$ cat src/rtl/rtc_irq_ctrl.sv
module rtc_irq_ctrl #(
  parameter int FW     = 8,
  parameter int NFIELD = 5,
  parameter int NRATE  = 4,
  parameter int NSRC   = 3
) (
  input  logic                 clk,
  input  logic                 rst_n,
  input  logic                 tick,
  input  logic                 stby,
  input  logic                 per_100ms,
  input  logic                 per_1s,
  input  logic                 per_1min,
  input  logic                 tmr_roll,
  input  logic [7:0]           ctrl,
  input  logic [NRATE-1:0]     pulse_sel,
  input  logic [NSRC-1:0]      irq_mask,
  input  logic [NFIELD*FW-1:0] cur_time,
  input  logic [NFIELD*FW-1:0] alm_time,
  input  logic                 clr_we,
  input  logic [7:0]           clr_data,
  output logic [NSRC-1:0]      flags,
  output logic                 irq_n,
  output logic                 irq_oe
);
  localparam int FLAG_LSB = 4;
  localparam int EN_LSB   = 1;
  localparam logic [FW-1:0] WILD = '1;

  logic [NFIELD-1:0] fld_ok;
  logic [NRATE-1:0]  rate_hit;
  logic [NSRC-1:0]   ev, clr, nxt, gate;
  logic              alm_match, sel_ok;

  for (genvar k = 0; k < NFIELD; k++) begin : g_fld
    wire [FW-1:0] a = alm_time[k*FW +: FW];
    assign fld_ok[k] = (a == WILD) || (a == cur_time[k*FW +: FW]);
  end

  assign alm_match = &fld_ok;
  assign rate_hit  = {per_1min, per_1s, per_100ms, 1'b1};
  assign sel_ok    = $onehot(pulse_sel);

  assign ev[0] = tick & ctrl[EN_LSB]   & ~stby & sel_ok & |(pulse_sel & rate_hit);
  assign ev[1] = tick & ctrl[EN_LSB+1] & alm_match;
  assign ev[2] = tick & ctrl[EN_LSB+2] & tmr_roll;

  for (genvar i = 0; i < NSRC; i++) begin : g_flag
    assign clr[i] = clr_we & ~clr_data[FLAG_LSB+i];
    assign nxt[i] = ev[i] | (flags[i] & ~clr[i]);
  end

  always_ff @(posedge clk or negedge rst_n)
    if (!rst_n) flags <= '0;
    else        flags <= nxt;

  assign gate   = {~stby, 1'b1, ~stby};
  assign irq_oe = |(flags & irq_mask & gate);
  assign irq_n  = ~irq_oe;

  a_r1_reset_clear: assert property (@(posedge clk) !rst_n |=> flags == '0);
  a_r2_flag_holds: assert property (@(posedge clk) disable iff (!rst_n)
    (flags[2] && !clr_we) |=> flags[2]);
  a_r3_alarm_clear: assert property (@(posedge clk) disable iff (!rst_n)
    (clr_we && !clr_data[5] && !tick) |=> !flags[1]);
  a_r4_bad_sel_no_pulse: assert property (@(posedge clk) disable iff (!rst_n)
    (!$onehot(pulse_sel) && !flags[0]) |=> !flags[0]);
  a_r7_timer_only_on_roll: assert property (@(posedge clk) disable iff (!rst_n)
    (!flags[2] && !(tick && tmr_roll)) |=> !flags[2]);
  a_r8_standby_alarm_only: assert property (@(posedge clk) disable iff (!rst_n)
    (stby && irq_oe) |-> (flags[1] && irq_mask[1]));
  a_r9_set_beats_clear: assert property (@(posedge clk) disable iff (!rst_n)
    (tick && ctrl[2] && alm_match && clr_we) |=> flags[1]);
  a_r2_pin_polarity: assert property (@(posedge clk) disable iff (!rst_n)
    irq_n != irq_oe);
endmodule

$ cat config.mk
export PLATFORM = sky130hd
export DESIGN_NAME = rtc_irq_ctrl
export DESIGN_NICKNAME = d
export VERILOG_FILES = /design/src/rtl/rtc_irq_ctrl.sv
export SDC_FILE = /design/constraint.sdc
export NUM_CORES = 1
export LEC_CHECK = 0
export ABC_CLOCK_PERIOD_IN_PS = 800
export BUFFER_PORTS_ARGS = -buffer_cell sky130_fd_sc_hd__buf_2
export CAP_MARGIN = 20
export CORE_MARGIN = 8
export CORE_UTILIZATION = 29
export DETAILED_ROUTE_END_ITERATION = 6
export PLACE_DENSITY = 0.81
export SETUP_SLACK_MARGIN = 0.2
export SYNTH_ARGS = -nofsm -noshare
export SYNTH_HDL_FRONTEND = slang
export SYNTH_SLANG_ARGS = --single-unit
$ cat constraint.sdc
create_clock -name clk -period 0.8 [get_ports clk]
set_input_delay 0.08 -clock clk [delete_from_list [all_inputs] [get_ports clk]]
set_output_delay 0.08 -clock clk [all_outputs]
set_load 0.02 [all_outputs]
==> metrics.md <==
| Metric | Value |
|---|---|
| Ys Warns | `0` |
| Worst skew pair latency | `~0.24 ns` |
| RSZ-0062 raised after global routing | `yes` |
| Io pins | `117` |
| Worst Setup End Kind | `flip-flop` |
| Post-synth EDFFs | `0` |
| Initial antenna violation count | `0` |
| # setup viols final | `6` |
| Clock power frac | `between 20 and 25%` |
| Total grt overflow | `0` |
| CP Max Fanout | `2` |
| Main synth FF type | `dfrtp_1` |
| Ratio of cells with drive above 1 in the final layout | `66.2%` |
| Slew headroom | `roughly 84%` |
| Syn Inst Count | `95` |
| Vias | `1,199` |
| Share of the synthesized area in the top cell type | `a little under half` |
| Async set or reset register ratio after synthesis | `100%` |
| Synth cell types | `18` |
| Commonest cells in the netlist | `xnor2_1, nand4_1, inv_1` |
| Area Growth Syn to Fin | `126%` |
| Registers with the most flip-flops | `flags (3)` |
| DP Wirelength | `3.21 mm` |
| Syn_nets | `210` |
| Largest area contributor in the netlist | `xnor2_1` |
| Max_cap viols | `0` |
| Sequential share of power | `between 10% and 20%` |
| Average size of a mapped cell | `between 7 and 8 sq um` |
| Rows | `18` |
| Cell chain of the critical path | `buf_6 > inv_2 > fa_1 > inv_2 > ha_4 > ha_4 > nor4b_4 > nand3_1 > o21ai_1` |
| Most common cell in the synthesized netlist | `xnor2_1` |
| Critical Path RT | `between 0.9 and 1 ns` |
| Sequential cell area fraction in the yosys report | `9.95%` |
| Chip Width | `67.0 um` |
| Failing checks | `negative setup slack` |
| Syn Std Cell Area | `between 700 and 800 sq um` |
| Final hold vios | `0` |
| Pins Over Slew Limit | `0` |
| Port bufs | `106` |
| Largest net degree at the start of global routing | `4` |
| Final #Nets | `between 300 and 400` |
| Drt initial violations | `20` |
| Comb pwr share | `between 60% and 70%` |
| Yosys reg bits | `3` |
| CTS tree | `built` |
| Area of the core | `between 2000 and 2500 sq um` |
| Largest register FFs | `3` |
| Detailed Routing Iterations Pass 1 | `4` |
| CP Launch Type | `input pin` |
| Status | `finished, violations left` |
| Reg2reg path depth | `2` |
| Gp weighted congestion | `0.778` |
| CTS sink count | `3` |
| Vias in the first global route | `about 1,300` |
| CTS Buffer Depth | `2` |
| Power density over the cells | `781 nW/um^2` |
| Slew @ Worst Pin | `0.240 ns` |
| Final ANT Viol Nets | `0` |
| Maximum clock frequency | `717 MHz` |
| DP Area | `between 1000 and 1500 sq um` |
| Internal Pwr Total | `0.000895 W` |
| Clk root buf | `clkbuf_4` |
| Worst VDD drop | `between 0.0006 and 0.0007 V` |
| Antenna diodes | `0` |
| Crit. Startpoint | `pulse_sel[0]` |
| Die H | `between 60 and 70 um` |
| Final core occ | `between 60% and 70%` |
| Tmin final | `between 1 and 1.5 ns` |
| Hold Path Depth | `3` |
| Fin area | `around 1700 sq um` |
| Starting Density | `between 30 and 40%` |
| Setup TNS | `-1.72 ns` |
| CP max stage delay | `~0.55 ns` |
| First-pass GRT wire length | `~5.3 mm` |
| DRC viols | `0` |
| Final Cycle Share | `174%` |
| Switching part of the total | `32.9%` |
| Worst clock skew | `0 ns` |
| Crit Path Category | `in2reg` |
| LEAKAGE | `0.818 nW` |
| Global-route usage over all layers | `around 15%` |
| Crit path DAT | `about 1.6 ns` |
| Via density | `between 4 and 5` |
| Reg with most FFs | `flags` |
| Hold Path Class | `in2reg` |
| Final wirelength | `between 3 and 4 mm` |
| H-tree lvl count | `1` |
| Critical hold path startpoint | `clr_data[6]` |
| Net switching power | `about 0.00044 W` |
| FF-to-FF Start | `flags[0]$_DFF_PN0_` |
| Area of the die | `about 4500 sq um` |
| Wire per inst | `around 15 um` |
| Worst-path clk slew | `~0.040 ns` |
| Main area contributors after synthesis | `xnor2_1, nand4_1, dfrtp_1` |
| Num CTS Buffers | `3` |
| Final WS setup | `-0.595 ns` |
| CP max-delay cell | `fa_1` |
| Fin Hold WS | `between 0.05 and 0.06 ns` |
[through the flow]
step | std cells | power (W) | setup WS, ns
floorplan | 95 | 0.000483 | -0.724
global placement | 242 | 0.000875 | -0.930
detailed placement | 242 | 0.000891 | -0.956
CTS | 247 | 0.00126 | -0.642
global route | 249 | 0.00143 | -0.669
finish | 249 | 0.00133 | -0.595
[metal layers]
layer | vias to the layer above | routed length [um] | global-route usage (%) | share of wire [%]
met5 | - | 0 | 0 | 0
met4 | 0 | 68 | 4.96 | 1.8
met3 | 8 | 552 | 7.89 | 15
met2 | 78 | 1900 | 26.6 | 52
met1 | 517 | 1160 | 13.5 | 32
li1 | 596 | - | - | -
[cells in the final DEF (no fill, tap or decap)]
cell type	instances
nor2_1	2
a22o_1	1
xnor2_1	29
clkbuf_4	3
xnor2_2	11
buf_4	11
o211ai_1	1
buf_8	1
fa_1	1
buf_2	91
ha_4	2
o21ai_0	2
o22ai_1	2
o21ai_1	3
nor4b_4	1
a211oi_1	1
clkbuf_1	1
inv_8	1
a22oi_2	1
o22ai_2	2
inv_2	3
dfrtp_2	1
o21ai_2	1
nand2_1	2
dlygate4sd3_1	1
dfrtp_1	2
inv_1	3
nand3_1	2
nand4_1	21
buf_6	16
[power by group through the flow]
| stage | combinational (W) | sequential (W) | clock [W] |
|---|---|---|---|
| after floorplan | 0.000293 | 0.000190 | 0 |
| after global placement | 0.000700 | 0.000175 | 0 |
| after detailed placement | 0.000716 | 0.000175 | 0 |
| after CTS | 0.000798 | 0.000178 | 0.000280 |
| after global routing | 0.000962 | 0.000180 | 0.000284 |
| final | 0.000884 | 0.000178 | 0.000272 |
[layout make-up]
cell class / count / area (sq um)
clock buffers: 4 / 26.3
repair buffers: 120 / 743
inverters: 7 / 33.8
well taps: 30 / 37.5
fillers: 201 / 769
flip-flops and latches: 3 / 76.3
multi-input cells: 85 / 791
[worst max-delay path: cells and delay by family]
kind / cells / cell delay, ns
AO/OA/AOI/OAI: 1 / 0.11
adder cells (fa/ha/maj): 3 / 0.91
buffers and inverters: 3 / 0.16
AND/OR/NAND/NOR: 2 / 0.30
[logic make-up after synthesis]
kind of cell	share of synthesized area, %
AO/OA/AOI/OAI	12.3
XOR/XNOR	46.4
adder cells (fa/ha/maj)	5.97
buffers and inverters	3.48
flip-flops	9.95
AND/OR/NAND/NOR	21.9
[worst paths after layout]
path / end / slack, ns
worst max register to register: flags[0]$_DFF_PN0_ / 0.09
min in group asynchronous: flags[0]$_DFF_PN0_ / 0.18
worst max-delay path: flags[0]$_DFF_PN0_ / -0.59
max in group asynchronous: flags[2]$_DFF_PN0_ / 0.50
worst min register to register: flags[2]$_DFF_PN0_ / 0.53
worst min-delay path: flags[2]$_DFF_PN0_ / 0.06
[repair_timing]
action,in CTS,in global routing
hold endpoints to repair,3,0
pin swaps,22,15
setup endpoints to repair,8,8
hold buffers,1,0
gates resized for setup,27,13
setup buffers,0,2
Power figures use the tool's default switching activity.
